--- src/rtl/pingpong_sched_pkg.sv ---
package pingpong_sched_pkg;
  localparam int NUM_SLOTS = 2;
  localparam int NUM_CTRS  = 3;

  typedef enum logic [2:0] {
    SLOT_EMPTY,
    SLOT_FILL,
    SLOT_LOADED,
    SLOT_CALC,
    SLOT_RESULT,
    SLOT_DRAIN
  } slot_st_e;
endpackage

--- src/rtl/pingpong_slot.sv ---
module pingpong_slot
  import pingpong_sched_pkg::*;
(
  input  logic     clk_i,
  input  logic     rst_ni,
  input  logic     clr_i,
  input  logic     fill_go_i,
  input  logic     fill_fin_i,
  input  logic     calc_go_i,
  input  logic     calc_fin_i,
  input  logic     drain_go_i,
  input  logic     drain_fin_i,
  output slot_st_e st_o
);
  slot_st_e st_q;

  always_ff @(posedge clk_i or negedge rst_ni) begin
    if (!rst_ni) st_q <= SLOT_EMPTY;
    else if (clr_i) st_q <= SLOT_EMPTY;
    else begin
      unique case (st_q)
        SLOT_EMPTY:  if (fill_go_i)   st_q <= SLOT_FILL;
        SLOT_FILL:   if (fill_fin_i)  st_q <= SLOT_LOADED;
        SLOT_LOADED: if (calc_go_i)   st_q <= SLOT_CALC;
        SLOT_CALC:   if (calc_fin_i)  st_q <= SLOT_RESULT;
        SLOT_RESULT: if (drain_go_i)  st_q <= SLOT_DRAIN;
        SLOT_DRAIN:  if (drain_fin_i) st_q <= SLOT_EMPTY;
        default:                      st_q <= SLOT_EMPTY;
      endcase
    end
  end

  assign st_o = st_q;
endmodule

--- src/rtl/pingpong_issue.sv ---
module pingpong_issue
  import pingpong_sched_pkg::*;
#(
  parameter int IW = 16
) (
  input  logic                      run_i,
  input  logic                      dbl_i,
  input  logic                      chan_busy_i,
  input  logic                      comp_busy_i,
  input  logic [IW-1:0]             iter_i,
  input  logic [IW-1:0]             rd_cnt_i,
  input  logic [IW-1:0]             cp_cnt_i,
  input  logic [IW-1:0]             wr_cnt_i,
  input  slot_st_e [NUM_SLOTS-1:0]  st_i,
  output logic                      rd_go_o,
  output logic                      wr_go_o,
  output logic                      cp_go_o,
  output logic                      rd_buf_o,
  output logic                      wr_buf_o,
  output logic                      cp_buf_o
);
  // serial mode pins every phase to slot 0, which serializes by itself
  assign rd_buf_o = dbl_i & rd_cnt_i[0];
  assign wr_buf_o = dbl_i & wr_cnt_i[0];
  assign cp_buf_o = dbl_i & cp_cnt_i[0];

  // reads win the channel over write-back
  assign rd_go_o = run_i && !chan_busy_i && (rd_cnt_i != iter_i) &&
                   (st_i[rd_buf_o] == SLOT_EMPTY);
  assign wr_go_o = run_i && !chan_busy_i && !rd_go_o && (wr_cnt_i != iter_i) &&
                   (st_i[wr_buf_o] == SLOT_RESULT);
  assign cp_go_o = run_i && !comp_busy_i && (cp_cnt_i != iter_i) &&
                   (st_i[cp_buf_o] == SLOT_LOADED);
endmodule

--- src/rtl/pingpong_busy_ctr.sv ---
module pingpong_busy_ctr #(
  parameter int CW = 32
) (
  input  logic          clk_i,
  input  logic          rst_ni,
  input  logic          clr_i,
  input  logic          inc_i,
  output logic [CW-1:0] cnt_o
);
  always_ff @(posedge clk_i or negedge rst_ni) begin
    if (!rst_ni)    cnt_o <= '0;
    else if (clr_i) cnt_o <= '0;
    else if (inc_i) cnt_o <= cnt_o + 1'b1;
  end
endmodule

--- src/rtl/pingpong_sched.sv ---
module pingpong_sched
  import pingpong_sched_pkg::*;
#(
  parameter int IW = 16,
  parameter int CW = 32
) (
  input  logic          clk_i,
  input  logic          rst_ni,
  input  logic          start_i,
  input  logic          mode_dbl_i,
  input  logic [IW-1:0] iter_cnt_i,
  output logic          xfer_start_o,
  output logic          xfer_wr_o,
  output logic          xfer_buf_o,
  input  logic          xfer_done_i,
  output logic          comp_start_o,
  output logic          comp_buf_o,
  input  logic          comp_done_i,
  output logic          busy_o,
  output logic          done_o,
  output logic [CW-1:0] chan_cycles_o,
  output logic [CW-1:0] comp_cycles_o,
  output logic [CW-1:0] total_cycles_o
);
  logic          run_q, dbl_q, done_q;
  logic [IW-1:0] iter_q, rd_cnt_q, cp_cnt_q, wr_cnt_q;
  logic          chan_busy_q, chan_wr_q, chan_buf_q;
  logic          comp_busy_q, comp_buf_q;

  logic rd_go, wr_go, cp_go, rd_buf, wr_buf, cp_buf;
  logic start_acc, chan_fin, comp_fin, last_wr;
  slot_st_e [NUM_SLOTS-1:0] slot_st;

  assign start_acc = start_i && !run_q;
  assign chan_fin  = xfer_done_i && chan_busy_q;
  assign comp_fin  = comp_done_i && comp_busy_q;
  assign last_wr   = chan_fin && chan_wr_q && (wr_cnt_q == iter_q);

  pingpong_issue #(.IW(IW)) u_issue (
    .run_i       (run_q),
    .dbl_i       (dbl_q),
    .chan_busy_i (chan_busy_q),
    .comp_busy_i (comp_busy_q),
    .iter_i      (iter_q),
    .rd_cnt_i    (rd_cnt_q),
    .cp_cnt_i    (cp_cnt_q),
    .wr_cnt_i    (wr_cnt_q),
    .st_i        (slot_st),
    .rd_go_o     (rd_go),
    .wr_go_o     (wr_go),
    .cp_go_o     (cp_go),
    .rd_buf_o    (rd_buf),
    .wr_buf_o    (wr_buf),
    .cp_buf_o    (cp_buf)
  );

  for (genvar g = 0; g < NUM_SLOTS; g++) begin : g_slot
    pingpong_slot u_slot (
      .clk_i       (clk_i),
      .rst_ni      (rst_ni),
      .clr_i       (start_acc),
      .fill_go_i   (rd_go && (rd_buf == g[0])),
      .fill_fin_i  (chan_fin && !chan_wr_q && (chan_buf_q == g[0])),
      .calc_go_i   (cp_go && (cp_buf == g[0])),
      .calc_fin_i  (comp_fin && (comp_buf_q == g[0])),
      .drain_go_i  (wr_go && (wr_buf == g[0])),
      .drain_fin_i (chan_fin && chan_wr_q && (chan_buf_q == g[0])),
      .st_o        (slot_st[g])
    );
  end

  always_ff @(posedge clk_i or negedge rst_ni) begin
    if (!rst_ni) begin
      run_q       <= 1'b0;
      dbl_q       <= 1'b0;
      done_q      <= 1'b0;
      iter_q      <= '0;
      rd_cnt_q    <= '0;
      cp_cnt_q    <= '0;
      wr_cnt_q    <= '0;
      chan_busy_q <= 1'b0;
      chan_wr_q   <= 1'b0;
      chan_buf_q  <= 1'b0;
      comp_busy_q <= 1'b0;
      comp_buf_q  <= 1'b0;
    end else if (start_acc) begin
      run_q       <= (iter_cnt_i != '0);
      dbl_q       <= mode_dbl_i;
      done_q      <= (iter_cnt_i == '0);
      iter_q      <= iter_cnt_i;
      rd_cnt_q    <= '0;
      cp_cnt_q    <= '0;
      wr_cnt_q    <= '0;
      chan_busy_q <= 1'b0;
      comp_busy_q <= 1'b0;
    end else begin
      done_q <= 1'b0;
      if (rd_go || wr_go) begin
        chan_busy_q <= 1'b1;
        chan_wr_q   <= wr_go;
        chan_buf_q  <= wr_go ? wr_buf : rd_buf;
      end else if (chan_fin) begin
        chan_busy_q <= 1'b0;
      end
      if (cp_go) begin
        comp_busy_q <= 1'b1;
        comp_buf_q  <= cp_buf;
      end else if (comp_fin) begin
        comp_busy_q <= 1'b0;
      end
      if (rd_go) rd_cnt_q <= rd_cnt_q + 1'b1;
      if (wr_go) wr_cnt_q <= wr_cnt_q + 1'b1;
      if (cp_go) cp_cnt_q <= cp_cnt_q + 1'b1;
      if (last_wr) begin
        run_q  <= 1'b0;
        done_q <= 1'b1;
      end
    end
  end

  logic [NUM_CTRS-1:0]         ctr_inc;
  logic [NUM_CTRS-1:0][CW-1:0] ctr_val;
  assign ctr_inc = {run_q, comp_busy_q, chan_busy_q};

  for (genvar c = 0; c < NUM_CTRS; c++) begin : g_ctr
    pingpong_busy_ctr #(.CW(CW)) u_ctr (
      .clk_i  (clk_i),
      .rst_ni (rst_ni),
      .clr_i  (start_acc),
      .inc_i  (ctr_inc[c]),
      .cnt_o  (ctr_val[c])
    );
  end

  assign chan_cycles_o  = ctr_val[0];
  assign comp_cycles_o  = ctr_val[1];
  assign total_cycles_o = ctr_val[2];

  assign xfer_start_o = rd_go || wr_go;
  assign xfer_wr_o    = wr_go;
  assign xfer_buf_o   = wr_go ? wr_buf : rd_buf;
  assign comp_start_o = cp_go;
  assign comp_buf_o   = cp_buf;
  assign busy_o       = run_q;
  assign done_o       = done_q;
endmodule

--- config.mk ---
export PLATFORM = sky130hd
export DESIGN_NAME = pingpong_sched
export DESIGN_NICKNAME = d
export VERILOG_FILES = /design/src/rtl/pingpong_sched_pkg.sv /design/src/rtl/pingpong_slot.sv /design/src/rtl/pingpong_issue.sv /design/src/rtl/pingpong_busy_ctr.sv /design/src/rtl/pingpong_sched.sv
export SDC_FILE = /design/constraint.sdc
export NUM_CORES = 1
export LEC_CHECK = 0
export CORE_ASPECT_RATIO = 0.75
export CORE_MARGIN = 1.5
export CORE_UTILIZATION = 55
export DETAILED_ROUTE_END_ITERATION = 12
export PLACE_DENSITY = 0.8
export SLEW_MARGIN = 20
export SYNTH_ARGS = -nofsm -noshare
export SYNTH_HDL_FRONTEND = slang
export SYNTH_SLANG_ARGS = --single-unit
export TNS_END_PERCENT = 50
--- constraint.sdc ---
create_clock -name clk_i -period 3.1 [get_ports clk_i]
set_input_delay 0.465 -clock clk_i [delete_from_list [all_inputs] [get_ports clk_i]]
set_output_delay 0.465 -clock clk_i [all_outputs]
set_load 0.01 [all_outputs]
### After elaboration in Yosys (flattened, before gate mapping)

Cells that the tools add are included.

* bits in registers: 174
* bits of input ports: 22
* output and inout port bits: 103

* muxes and demuxes: 45
* equal/unequal tests: 28
* add/subtract/negate cells: 6
* reductions and logical operators: 51
* magnitude comparators: 3
* bitwise operators: 9

Operator list (count)
* 2-to-1 mux 32 bit: 6
* adder 32 x 1 -> 32 bit, second input constant: 3
* 2-to-1 mux 16 bit: 6
* 2-to-1 mux 3 bit: 20
* adder 16 x 1 -> 16 bit, second input constant: 3
* != test 16 bit: 3
* != test 3 x 1 -> 1 bit, second input constant: 12
* one-hot mux 3 bit (6 select lines): 2
* logical AND 1 bit: 27
* equality test 16 bit: 1
* zero test 16 bit: 1
* nonzero test 16 bit: 1
* equality test 3 x 2 -> 1 bit, second input constant: 5
* equality test 3 bit, second input constant: 5
* nonzero test 2 bit: 7
* AND reduction 6 bit: 2
* 2-to-1 mux 1 bit: 11
* zero test 3 bit: 3
* equality test 3 x 1 -> 1 bit, second input constant: 2
* < comparator 1 x 2 -> 1 bit, second input constant: 3
* NOT 1 bit: 6
* nonzero test 3 bit: 2
* zero test 1 bit: 5
* AND reduction 2 bit: 2
* 2 further kinds: 4

### Depth between registers and ports, before layout

Gate-level depths: netlist (run 1).

* word-level depth: 13
* mapped depth: 10

### Hierarchy

Synthesis (run 1) repeated with hierarchy kept, for this count alone.

* cell total of the unflattened synthesis: 1024
* area, all modules: 9601.7 um2

By module, submodules not included
* pingpong_busy_ctr: instances 3, cells each 176, area an instance 1680.4 um2
* pingpong_sched: instances 1, cells each 373, area an instance 3539.6 um2
* pingpong_issue: instances 1, cells each 81, area an instance 625.6 um2
* pingpong_slot: instances 2, cells each 21, area an instance 197.7 um2

### Worst setup path after synthesis (run 1)

No wires, ideal clock.

* kind: register -> output
* start: register rd_cnt_q[0]
* end: output port xfer_buf_o
* path slack: 0.649 ns
* arrival: 1.986 ns
* stages on the path, launching flop included: 10
* cells stage by stage: dfrtp_1 -> clkbuf_2 -> xor2_1 -> nor4_1 -> and4_1 -> buf_2 -> o211ai_2 -> clkbuf_1 -> mux2i_1 -> nor2b_1

* longest elaborated chain between the ends: 10
* elaborated cells on any way between the ends: 12

RTL lines
* from (decl): RTL line pingpong_sched.sv:26 `logic [IW-1:0] iter_q, rd_cnt_q, cp_cnt_q, wr_cnt_q;`
* from (signal assigned): RTL line pingpong_sched.sv:111 `if (rd_go) rd_cnt_q <= rd_cnt_q + 1'b1;`
* bitwise AND 1 bit: RTL line pingpong_issue.sv:23 `assign rd_buf_o = dbl_i & rd_cnt_i[0];`
* 2-to-1 mux 3 bit (not written as such) (2 in series): RTL line pingpong_issue.sv:29 `(st_i[rd_buf_o] == SLOT_EMPTY);`
* zero test 3 bit: RTL line pingpong_issue.sv:29
* logical AND 1 bit: RTL line pingpong_issue.sv:28 `assign rd_go_o = run_i && !chan_busy_i && (rd_cnt_i != iter_i) &&`
* zero test 1 bit: RTL line pingpong_issue.sv:30 `assign wr_go_o = run_i && !chan_busy_i && !rd_go_o && (wr_cnt_i != iter_i) &&`
* logical AND 1 bit (3 in series): RTL line pingpong_issue.sv:30
* 2-to-1 mux 1 bit *: RTL line pingpong_sched.sv:141 `assign xfer_buf_o = wr_go ? wr_buf : rd_buf;`
* to (decl): RTL line pingpong_sched.sv:14 `output logic xfer_buf_o,`

Mark *: on every way between the ends. The rest lies on a longest branch, timed or not. The select of a mux whose other input is x is not followed.

### Final worst setup path (run 1)

* start: register rd_cnt_q[0]
* end: output port xfer_start_o

* longest elaborated chain between the ends: 10
* elaborated cells on any way between the ends: 12

RTL lines
* bitwise AND 1 bit: RTL line pingpong_issue.sv:23
* 2-to-1 mux 3 bit (not written as such) (2 in series): RTL line pingpong_issue.sv:29
* zero test 3 bit: RTL line pingpong_issue.sv:29
* logical AND 1 bit *: RTL line pingpong_issue.sv:28
* zero test 1 bit: RTL line pingpong_issue.sv:30
* logical AND 1 bit (3 in series): RTL line pingpong_issue.sv:30
* logical OR 1 bit *: RTL line pingpong_sched.sv:139 `assign xfer_start_o = rd_go || wr_go;`
* to (decl): RTL line pingpong_sched.sv:12 `output logic xfer_start_o,`

Marks and branches as above.

==> out/qor.yml, run 1 <==
floorplanning:
  dieArea_mm2: 0.0173
  rows: 40
  die_w_um: 152
  coreArea_mm2: 0.0161
  die_y_um: 114
  io-pin-count: 125
  initial_core_util: 0.565
placement:
  dp_cells: 1304
  portBuffers: 124
  dp_worst_setup_slack_ps: 244
  gp_congestion: 0.928
  dpl_cell_area_mm2: 0.0107
  hpwl_mm: 16.5
sta:
  hold_viol_final: 0
  rsz0062_at_grt: "no"
  fin_crit_sh: 0.953
  fmax_ghz: 0.339
  fin_ws_ps: 146
  hold_slack_ps: 8.15
  slew_violations: 0
  relSlewSlack: 0.469
  final_period_minus_worst_setup_slack_ps: 2950
  fin_tns_setup_ps: 0
  worst_pin_slew_ps: 794
  finalClockSkew_ps: 8.17
  finalSetupViolCount: 0
grt:
  overflow: 0
  grt_pass1_wl_mm: 38.2
  antenna_found_initial: 0
  grt_usage: 0.282
  grt_max_degree: 62
  grt_pass1_vias: 7413
logic_synthesis:
  syn_area_mm2: 0.00910
  syn_avg_cell_area_um2: 9.22
  netlist_instances: 987
  synth_cell_types: 52
  synth_nets: 1015
  synth_edf_count: 0
  synth_ff_type: "dfrtp_1"
  async_flop_share: 1.00
  yosysWarnings: 0
  yosysSeqAreaShare: 0.478
  ys_ff_latch: 174
clock_tree:
  cts_root_buffer: "clkbuf_16"
  cts.sinks: 174
  clock_path_buffers: 2
  cts_buffers: 17
  clk_latency_ps: 420
  tritoncts: "done"
  path_clk_slew_ps: 60
  h-tree-depth: 4
worst_setup_path:
  arrival_ps: 2490
  path_max_fanout: 7
  timing.reg2reg.setup_slack_ps: 650
  crit_type: "register to primary output"
  endpoint: "xfer_start_o"
  start_kind: "register"
  worst_setup_path_end_kind: "primary output"
  r2r_end: "cp_cnt_q[6]$_DFFE_PN0P_"
  rr_startpoint: "cp_cnt_q[2]$_DFFE_PN0P_"
  worstPathRequired_ps: 2630
  r2r_cells: 8
  setup.worst_path.start: "rd_cnt_q[0]$_DFFE_PN0P_"
power:
  cellLeakagePower_nw: 4.96
  irDropWorstVdd_uv: 431
  seqPwrFrac: 0.445
  finalPower_mw: 7.00
  combPwrFrac: 0.239
  p_switching_mw: 2.25
  p_clk_frac: 0.316
  p_int_mw: 4.75
  power.density_mw_per_mm2: 616
  p_sw_frac: 0.322
finish:
  final_common_cell: "dfrtp_1"
  utilization: 0.705
  nFillCells: 1255
  syn2layout_area_growth_pct: 24.9
  fin_cells: 1336
  seqCellArea_mm2: 0.00436
  diodes: 0
  fin_area_mm2: 0.0114
  drive_gt1_frac: 0.0755
  nets: 1142
  final_cell_mix: "168 x dfrtp_1, 150 x nand2_1, 120 x clkdlybuf4s50_1, 75 x nor2_1, 66 x nand3_1"
  multi_input_area_mm2: 0.00455
routing:
  viasPerCell: 5.97
  dr.pass1.iters: 7
  ant_nets: 0
  finalWirelength_mm: 23.0
  wl_per_cell_um: 17.2
  vias: 7980
  drc: 0
  dr.first_iter.drc_count: 756
worst_hold_path:
  hp-class: "input port to asynchronous set/reset pin"
status:
  outcome: "finished clean"
flow_run:
  maxCapViolCount: 0
[sequential cells by signal (all words and copies together) (netlist names)]
name	count
chan_wr_q	1
rd_cnt_q	16
done_o	1
g_ctr.u_ctr.cnt_o	96
wr_cnt_q	16
comp_buf_q	1
cp_cnt_q	16
chan_buf_q	1
comp_busy_q	1
busy_o	1
iter_q	16
dbl_q	1
g_slot.u_slot.st_o	6
chan_busy_q	1
[how the worst min path moves through the flow]
stage | startpoint | cells past startpoint | slack, ps | end
global route | rst_ni | 1 | 40 | g_ctr[0].u_ctr.cnt_o[10]$_DFFE_PN0P_
floorplan | rst_ni | 0 | 170 | busy_o$_DFFE_PN0P_
finish | rst_ni | 1 | 8 | g_ctr[0].u_ctr.cnt_o[8]$_DFFE_PN0P_
CTS | rst_ni | 1 | 30 | g_ctr[0].u_ctr.cnt_o[8]$_DFFE_PN0P_
global placement | g_ctr[2].u_ctr.cnt_o[31]$_DFFE_PN0P_ | 1 | 480 | g_ctr[2].u_ctr.cnt_o[31]$_DFFE_PN0P_
detailed placement | rst_ni | 1 | 480 | g_ctr[0].u_ctr.cnt_o[8]$_DFFE_PN0P_
[cell usage after synthesis, types with 9 or more instances]
cell | instances | area (um2)
o31ai_1 | 19 | 143
nand4_1 | 38 | 238
and4_1 | 12 | 105
o21ai_0 | 44 | 220
xnor2_1 | 43 | 377
dfrtp_1 | 174 | 4350
clkbuf_1 | 32 | 120
nand3_1 | 66 | 330
and2_1 | 9 | 56.3
nand2b_1 | 10 | 62.6
and3_1 | 18 | 113
o211ai_1 | 13 | 97.6
a21oi_1 | 43 | 215
inv_1 | 18 | 67.6
or3_1 | 29 | 181
nor4_1 | 19 | 119
or4_1 | 10 | 75.1
mux2i_1 | 23 | 230
nor3_1 | 20 | 100
xor2_1 | 57 | 499
nor2_1 | 75 | 282
nand2_1 | 150 | 563
[logic make-up after synthesis]
logic type,count (synthesis),synth area share
mux,25,0.0278
flops,174,0.478
compound gates,145,0.0991
simple gates,475,0.263
xor+xnor,100,0.0962
buf+inv,62,0.0279
fa+ha+maj,6,0.00824
[timing repair]
item                       CTS  global route
hold buffers                 0             0
setup endpoints to repair    3             1
setup buffers                1             0
resized for setup           11             7
pin swaps                    3             1
[per-layer routing]
metal  up-vias  GRT usage  wire length [um]
met2       333      0.405             10000
li1       3767          -                 -
met3        24     0.0618              1870
met1      3856      0.433             10900
met4         0     0.0692               261
met5         -          0                 0
[power by group through the flow]
stage | combinational (mW) | clock, mW | sequential, mW
6_report | 1.67 | 2.22 | 3.11
5_1_grt | 1.84 | 2.35 | 3.16
4_1_cts | 1.67 | 2.24 | 3.09
3_5_place_dp | 1.61 | 0 | 3.13
3_3_place_gp | 1.57 | 0 | 3.10
2_1_floorplan | 0.942 | 0 | 3.02
[area by class of cell]
cell class	count	share of cell area
Multi-Input combinational cell	751	0.400
Sequential cell	174	0.384
Timing Repair Buffer	152	0.133
Clock buffer	22	0.0417
Tap cell	210	0.0231
Clock inverter	9	0.0119
Inverter	18	0.00627
[worst max-delay path, cell delays in order, from the launching register on]
cell and delay [ps]:
dfrtp_1 390, buf_4 180, nand2_1 150, mux2_2 360
and2_1 190, nand2_1 210, nand2_1 70, clkdlybuf4s50_1 520
Power figures use the tool's default switching activity.
==> run 2, diff against run 1 <==
CAP_MARGIN = 5   (was default)
CTS_CLUSTER_DIAMETER = 50   (was default)
==> results of run 2 <==
No change in the layout: final DEF, timing and power equal those of run 1.
